## src/rtl/sdb_pkg.sv

```systemverilog
package sdb_pkg;
   typedef enum logic [1:0] {
      LD_IDLE = 2'd0,
      LD_PEND = 2'd1,
      LD_MEM  = 2'd2
   } ld_state_e;

   typedef enum logic {
      FENCE_WR = 1'b0,
      FENCE_WW = 1'b1
   } fence_kind_e;
endpackage

```

## src/rtl/sdb_order_track.sv

```systemverilog
// Per-slot occupancy, relative age and fence dependencies.
module sdb_order_track #(
   parameter int unsigned DEPTH = 4
) (
   input  logic                          clk,
   input  logic                          rst_n,
   input  logic [DEPTH-1:0]              alloc_vec,
   input  logic [DEPTH-1:0]              free_vec,
   input  logic [DEPTH-1:0]              dep_in,
   output logic [DEPTH-1:0]              valid_q,
   output logic [DEPTH-1:0][DEPTH-1:0]   older_q,
   output logic [DEPTH-1:0][DEPTH-1:0]   dep_q
);
   logic [DEPTH-1:0] remain;
   assign remain = valid_q & ~free_vec;

   always_ff @(posedge clk or negedge rst_n) begin
      if (!rst_n) valid_q <= '0;
      else        valid_q <= remain | alloc_vec;
   end

   for (genvar i = 0; i < DEPTH; i++) begin : g_row
      always_ff @(posedge clk or negedge rst_n) begin
         if (!rst_n) begin
            older_q[i] <= '0;
            dep_q[i]   <= '0;
         end else if (alloc_vec[i]) begin
            older_q[i] <= remain;
            dep_q[i]   <= dep_in;
         end else begin
            older_q[i] <= older_q[i] & ~free_vec;
            dep_q[i]   <= dep_q[i] & ~free_vec;
         end
      end
   end
endmodule

```

## src/rtl/sdb_drain_sel.sv

```systemverilog
// Chooses the slot that drains next under the selected policy.
module sdb_drain_sel #(
   parameter int unsigned DEPTH  = 4,
   parameter int unsigned ADDR_W = 8
) (
   input  logic                            pso,
   input  logic [DEPTH-1:0]                valid,
   input  logic [DEPTH-1:0][DEPTH-1:0]     older,
   input  logic [DEPTH-1:0][DEPTH-1:0]     dep,
   input  logic [DEPTH-1:0][ADDR_W-1:0]    addr,
   output logic [DEPTH-1:0]                pick_oh,
   output logic                            pick_any
);
   logic [DEPTH-1:0] same_older;
   logic [DEPTH-1:0] elig;

   for (genvar i = 0; i < DEPTH; i++) begin : g_elig
      always_comb begin
         same_older[i] = 1'b0;
         for (int j = 0; j < DEPTH; j++) begin
            if (older[i][j] && (addr[j] == addr[i])) same_older[i] = 1'b1;
         end
      end
      assign elig[i] = valid[i] && (dep[i] == '0) &&
                       (pso ? !same_older[i] : (older[i] == '0));
   end

   always_comb begin
      pick_oh = '0;
      for (int i = DEPTH - 1; i >= 0; i--) begin
         if (elig[i]) pick_oh = DEPTH'(1) << i;
      end
   end
   assign pick_any = |elig;
endmodule

```

## src/rtl/sdb_fwd_match.sv

```systemverilog
// Finds the youngest buffered store that matches a load address.
module sdb_fwd_match #(
   parameter int unsigned DEPTH  = 4,
   parameter int unsigned ADDR_W = 8
) (
   input  logic [DEPTH-1:0]                cand,
   input  logic [DEPTH-1:0][DEPTH-1:0]     older,
   input  logic [DEPTH-1:0][ADDR_W-1:0]    addr,
   input  logic [ADDR_W-1:0]               ld_addr,
   output logic                            hit,
   output logic [DEPTH-1:0]                young_oh
);
   logic [DEPTH-1:0] match;

   for (genvar i = 0; i < DEPTH; i++) begin : g_match
      assign match[i] = cand[i] && (addr[i] == ld_addr);
      always_comb begin
         young_oh[i] = match[i];
         for (int j = 0; j < DEPTH; j++) begin
            if (match[j] && older[j][i]) young_oh[i] = 1'b0;
         end
      end
   end
   assign hit = |match;
endmodule

```

## src/rtl/store_drain_buffer.sv

```systemverilog
module store_drain_buffer
   import sdb_pkg::*;
#(
   parameter int unsigned ADDR_W = 8,
   parameter int unsigned DATA_W = 16,
   parameter int unsigned DEPTH  = 4
) (
   input  logic              clk,
   input  logic              rst_n,
   input  logic              cfg_pso,
   input  logic              cfg_no_fwd,
   input  logic              st_valid,
   output logic              st_ready,
   input  logic [ADDR_W-1:0] st_addr,
   input  logic [DATA_W-1:0] st_data,
   input  logic              fence_valid,
   input  logic              fence_kind,
   input  logic              ld_valid,
   output logic              ld_ready,
   input  logic [ADDR_W-1:0] ld_addr,
   output logic              ld_rsp_valid,
   output logic [DATA_W-1:0] ld_rsp_data,
   output logic              mem_req_valid,
   input  logic              mem_req_ready,
   output logic              mem_req_we,
   output logic [ADDR_W-1:0] mem_req_addr,
   output logic [DATA_W-1:0] mem_req_wdata,
   input  logic              mem_rsp_valid,
   input  logic [DATA_W-1:0] mem_rsp_data
);
   localparam logic [DEPTH-1:0] NONE = '0;

   if (DEPTH < 2 || DEPTH > 32) begin : g_bad_depth
      $error("store_drain_buffer: DEPTH must lie in 2..32");
   end
   if (ADDR_W < 1 || DATA_W < 1) begin : g_bad_width
      $error("store_drain_buffer: widths must be positive");
   end

   logic [DEPTH-1:0][ADDR_W-1:0]  slot_addr_q;
   logic [DEPTH-1:0][DATA_W-1:0]  slot_data_q;
   logic [DEPTH-1:0]              valid_q;
   logic [DEPTH-1:0][DEPTH-1:0]   older_q;
   logic [DEPTH-1:0][DEPTH-1:0]   dep_q;
   logic [DEPTH-1:0]              free_oh, alloc_vec, free_vec, remain;
   logic [DEPTH-1:0]              pick_oh, young_oh;
   logic [DEPTH-1:0]              wr_mask_q, ww_mask_q, ld_mask_q, dep_in;
   logic                          pick_any, hit, st_fire, drain_fire;
   logic                          blocked, rd_req;
   logic [ADDR_W-1:0]             drain_addr, ld_addr_q;
   logic [DATA_W-1:0]             drain_data, fwd_data;
   ld_state_e                     lstate_q;

   // ---------------- slot allocation ----------------
   always_comb begin
      free_oh = NONE;
      for (int i = DEPTH - 1; i >= 0; i--) begin
         if (!valid_q[i]) free_oh = DEPTH'(1) << i;
      end
   end

   assign st_ready  = (valid_q != '1);
   assign st_fire   = st_valid && st_ready;
   assign alloc_vec = st_fire ? free_oh : NONE;

   for (genvar i = 0; i < DEPTH; i++) begin : g_slot
      always_ff @(posedge clk) begin
         if (alloc_vec[i]) begin
            slot_addr_q[i] <= st_addr;
            slot_data_q[i] <= st_data;
         end
      end
   end

   // ---------------- fence masks ----------------
   assign drain_fire = mem_req_valid && mem_req_ready && mem_req_we;
   assign free_vec   = drain_fire ? pick_oh : NONE;
   assign remain     = valid_q & ~free_vec;
   assign dep_in     = ww_mask_q & ~free_vec;

   always_ff @(posedge clk or negedge rst_n) begin
      if (!rst_n) begin
         wr_mask_q <= NONE;
         ww_mask_q <= NONE;
      end else begin
         if (fence_valid && (fence_kind == FENCE_WR)) wr_mask_q <= remain | alloc_vec;
         else                                         wr_mask_q <= wr_mask_q & ~free_vec;
         if (fence_valid && (fence_kind == FENCE_WW)) ww_mask_q <= remain | alloc_vec;
         else                                         ww_mask_q <= ww_mask_q & ~free_vec;
      end
   end

   // ---------------- ordering and selection ----------------
   sdb_order_track #(.DEPTH(DEPTH)) i_order (
      .clk       (clk),
      .rst_n     (rst_n),
      .alloc_vec (alloc_vec),
      .free_vec  (free_vec),
      .dep_in    (dep_in),
      .valid_q   (valid_q),
      .older_q   (older_q),
      .dep_q     (dep_q)
   );

   sdb_drain_sel #(.DEPTH(DEPTH), .ADDR_W(ADDR_W)) i_drain (
      .pso      (cfg_pso),
      .valid    (valid_q),
      .older    (older_q),
      .dep      (dep_q),
      .addr     (slot_addr_q),
      .pick_oh  (pick_oh),
      .pick_any (pick_any)
   );

   sdb_fwd_match #(.DEPTH(DEPTH), .ADDR_W(ADDR_W)) i_fwd (
      .cand     (ld_mask_q & valid_q),
      .older    (older_q),
      .addr     (slot_addr_q),
      .ld_addr  (ld_addr_q),
      .hit      (hit),
      .young_oh (young_oh)
   );

   always_comb begin
      drain_addr = '0;
      drain_data = '0;
      fwd_data   = '0;
      for (int i = 0; i < DEPTH; i++) begin
         if (pick_oh[i]) begin
            drain_addr = drain_addr | slot_addr_q[i];
            drain_data = drain_data | slot_data_q[i];
         end
         if (young_oh[i]) fwd_data = fwd_data | slot_data_q[i];
      end
   end

   // ---------------- load path ----------------
   assign ld_ready = (lstate_q == LD_IDLE);
   assign blocked  = (wr_mask_q != NONE) || (hit && cfg_no_fwd);
   assign rd_req   = (lstate_q == LD_PEND) && !blocked && !hit;

   assign mem_req_valid = rd_req || pick_any;
   assign mem_req_we    = !rd_req;
   assign mem_req_addr  = rd_req ? ld_addr_q : drain_addr;
   assign mem_req_wdata = drain_data;

   always_ff @(posedge clk or negedge rst_n) begin
      if (!rst_n) ld_mask_q <= NONE;
      else if (ld_valid && ld_ready) ld_mask_q <= remain;
      else ld_mask_q <= ld_mask_q & ~free_vec;
   end

   always_ff @(posedge clk or negedge rst_n) begin
      if (!rst_n) begin
         lstate_q     <= LD_IDLE;
         ld_addr_q    <= '0;
         ld_rsp_valid <= 1'b0;
         ld_rsp_data  <= '0;
      end else begin
         ld_rsp_valid <= 1'b0;
         case (lstate_q)
            LD_IDLE: if (ld_valid) begin
               ld_addr_q <= ld_addr;
               lstate_q  <= LD_PEND;
            end
            LD_PEND: begin
               if (!blocked && hit) begin
                  ld_rsp_valid <= 1'b1;
                  ld_rsp_data  <= fwd_data;
                  lstate_q     <= LD_IDLE;
               end else if (rd_req && mem_req_ready) begin
                  lstate_q <= LD_MEM;
               end
            end
            LD_MEM: if (mem_rsp_valid) begin
               ld_rsp_valid <= 1'b1;
               ld_rsp_data  <= mem_rsp_data;
               lstate_q     <= LD_IDLE;
            end
            default: lstate_q <= LD_IDLE;
         endcase
      end
   end
endmodule

```

## config.mk

```make
export PLATFORM = sky130hd
export DESIGN_NAME = store_drain_buffer
export DESIGN_NICKNAME = d
export VERILOG_FILES = /design/src/rtl/sdb_pkg.sv /design/src/rtl/sdb_order_track.sv /design/src/rtl/sdb_drain_sel.sv /design/src/rtl/sdb_fwd_match.sv /design/src/rtl/store_drain_buffer.sv
export SDC_FILE = /design/constraint.sdc
export NUM_CORES = 1
export LEC_CHECK = 0
export BUFFER_PORTS_ARGS = -buffer_cell sky130_fd_sc_hd__buf_2
export CAP_MARGIN = 40
export CORE_MARGIN = 1.5
export CORE_UTILIZATION = 45
export DETAILED_ROUTE_END_ITERATION = 10
export PLACE_DENSITY = 0.67
export REMOVE_ABC_BUFFERS = 1
export SLEW_MARGIN = 30
export SYNTH_ARGS = -nofsm -noshare
export SYNTH_HDL_FRONTEND = slang
export SYNTH_SLANG_ARGS = --single-unit
```

## constraint.sdc

```tcl
create_clock -name clk -period 2.7 [get_ports clk]
set_input_delay 0.27 -clock clk [delete_from_list [all_inputs] [get_ports clk]]
set_output_delay 0.27 -clock clk [all_outputs]
set_load 0.05 [all_outputs]
```

==> flow_metrics.env <==
export IMPL_rsz0062_at_grt="true"
export IMPL_cts_sinks=171
export IMPL_hold_slack_ps=37.6
export IMPL_cts_made_buffers=17
export IMPL_cts_tree="yes"
export IMPL_yosysTopAreaCellShare_pct=33.3
export IMPL_clock_skew_ps=12.9
export IMPL_vdd_drop_max_mv=0.728
export IMPL_first_pass_iters=5
export IMPL_hold_viol_final=0
export IMPL_hpwlAfterDp_mm=17.2
export IMPL_crit_fanout=6
export IMPL_cp_buffers_inverters=5
export IMPL_drcViolationCount=0
export IMPL_cp_slowest_cell="edfxtp_1"
export IMPL_gp_congestion=0.917
export IMPL_leakage_nw=4.78
export IMPL_wl_mm=26.8
export IMPL_yosys_top_cells_area="edfxtp_1 (33%), dfrtp_1 (22%), xnor2_1 (7.0%)"
export IMPL_ys_seq_area_share_pct=55.0
export IMPL_slew_viol_final=0
export IMPL_worstSetupEndpointType="primary output"
export IMPL_num_antenna_cells=0
export IMPL_clockRootBuffer="clkbuf_16"
export IMPL_synth_flop_cell="edfxtp_1"
export IMPL_async_flop_share_pct=43.9
export IMPL_required_ps=2430
export IMPL_synth_edff_count=96
export IMPL_finalSetupViolCount=65
export IMPL_layout_nets=1029
export IMPL_fin_crit_ps=3490
export IMPL_viasPerCell=5.95
export IMPL_p_total_mw=10.7
export IMPL_vias=7229
export IMPL_cp_start_kind="flop"
export IMPL_violations="setup timing"
export IMPL_ys_warn_count=0
export IMPL_timing_final_crit_share_pct=129
export IMPL_clk_pin_slew_ps=80
export IMPL_crit_type="flop to primary output"
export IMPL_crit_path_max_incr_delay_ps=540
export IMPL_final_core_util_pct=62.6
export IMPL_drive_gt1_share_pct=40.4
export IMPL_die_w_um=142
export IMPL_max_cap_viol_count=0
export IMPL_core_um2=18800
export IMPL_syn_area_um2=8660
export IMPL_fmax_mhz=286
export IMPL_slew_headroom_pct=53.1
export IMPL_die_area_um2=20100
export IMPL_p_per_area_nw_per_um2=913
export IMPL_synth_most_common_cell="edfxtp_1"
export IMPL_synth_cell_types=55
export IMPL_critical_path_top_delay_family="buffers and inverters"
export IMPL_grt_max_degree=52
export IMPL_synth_seq_cells=171
export IMPL_start_util_pct=46.1
export IMPL_portBuffers=102
export IMPL_syn_to_final_growth_pct=35.7
export IMPL_pre_cts_ws_ps=-470
export IMPL_tns_ps=-22700
export IMPL_worstPathCellList="xnor2_2 > nand4_1 > buf_4 > nor3_1 > a2111oi_2 > buf_4 > nor4_4 > buf_6 > buf_8 > nand2_1 > a31oi_1 > buf_4"
export IMPL_rows=50
export IMPL_clk_latency_ps=440
export IMPL_run_status="finished with violations"
export IMPL_wl_per_cell_um=22.0
export IMPL_postSynthCellCount=760
export IMPL_drtIter0Drc=769
export IMPL_synth_avg_cell_area_um2=11.4
export IMPL_synth_top_area_cell="edfxtp_1"
export IMPL_tightestPinTransition_ps=703
export IMPL_grt_pass1_vias=7000
export IMPL_antenna_found_initial=0
export IMPL_grt_pass1_wl_mm=39.2
export IMPL_arrival_ps=3220
export IMPL_setup_slack_ps=-794
export IMPL_io_pins=103
export IMPL_hp_class="input port to flop"
export IMPL_fp_dieH_um=142
export IMPL_htreeDepth=4
export IMPL_grt_overflow_total=0
export IMPL_ant_nets=0
export IMPL_crit_path_frequent_cell="buf_4"
export IMPL_grt_total_usage_pct=25.9
export IMPL_netlist_top_cells_count="edfxtp_1 (96), dfrtp_1 (75), nand2_1 (74), xnor2_1 (69), buf_2 (42)"
export IMPL_clock_path_buffers=2
through the flow:
| stage | instance area [µm²] | instances |
|---|---|---|
| after floorplan | 8240 | 685 |
| after global placement | 10200 | 1157 |
| after detailed placement | 10200 | 1157 |
| after CTS | 11300 | 1198 |
| after global routing | 11700 | 1215 |
| final | 11700 | 1215 |
flip-flops by register name, indices dropped and copies added (netlist names):
register         cells
i_order.dep_q       16
i_order.older_q     16
i_order.valid_q      4
ld_addr_q            8
ld_mask_q            4
ld_rsp_data         16
ld_rsp_valid         1
lstate_q             2
slot_addr_q         32
slot_data_q         64
wr_mask_q            4
ww_mask_q            4
worst paths after layout:
| kind | start | endpoint | slack [ps] | depth (start not counted) |
|---|---|---|---|---|
| min reg2reg | i_order.dep_q[5] | i_order.dep_q[5] | 480 | 2 |
| min in group asynchronous | rst_n | i_order.older_q[10] | 440 | 2 |
| max in group asynchronous | rst_n | ld_rsp_data[10] | 1560 | 3 |
| max | slot_addr_q[6] | mem_req_addr[0] | -790 | 12 |
| min | st_addr[5] | slot_addr_q[13] | 40 | 1 |
| max reg2reg | slot_addr_q[7] | ld_rsp_data[4] | -320 | 12 |
cells by family (layout without fill, tap and decap cells):
group	count (synthesis)	after routing	share of synthesized area [%]
XOR/XNOR	80	80	8.36
adder cells (fa/ha/maj)	3	3	0.434
buffers and inverters	103	324	6.07
AO/OA/AOI/OAI	166	166	14.3
AND/OR/NAND/NOR	209	209	12.2
flip-flops	171	171	55.0
multiplexers	28	28	3.58
layer usage:
metal | vias up | part of all wire (%) | global-route usage (%)
li1 | 3195 | - | -
met1 | 3629 | 41 | 34.2
met2 | 348 | 50 | 42.6
met3 | 57 | 7.1 | 4.99
met4 | 0 | 2.3 | 9.71
met5 | - | 0 | 0
where the power goes:
part / internal (mW) / switching [mW] / leakage [nW]
Sequential: 3.31 / 0.500 / 1.79
Combinational: 1.84 / 2.58 / 2.69
Clock: 1.33 / 1.18 / 0.296
placed cells by master, fill, tap and decap left out, types with 12 or more instances in the layout:
cell type and count:
nand2b_1 17, clkbuf_16 17, edfxtp_1 96, nand3_1 13
buf_2 75, inv_1 26, a22oi_2 14, nor2_1 34
a21oi_1 35, mux2_4 14, buf_4 134, dfrtp_1 75
xnor2_1 56, a31oi_1 21, a221o_1 16, a22oi_1 18
xnor2_2 15, nand2_1 68, buf_6 42, a22o_1 16
nor4_1 12, nand4_1 14
final cells by class:
type	instances	area, µm²
timing repair buffer	264	2110
inverter	28	105
tap	234	293
sequential	171	4760
fill	1428	7020
clock buffer	17	425
clock inverter	15	174
multi-input combinational	486	3880
repair_timing:
action	4_1_cts	5_1_grt
gates resized for setup	86	80
endpoints found under the hold margin	49	0
endpoints found under the setup margin	62	72
hold buffers	1	0
pin swaps	34	36
cloned	2	0
setup buffers	6	19
Power figures use the tool's default switching activity.
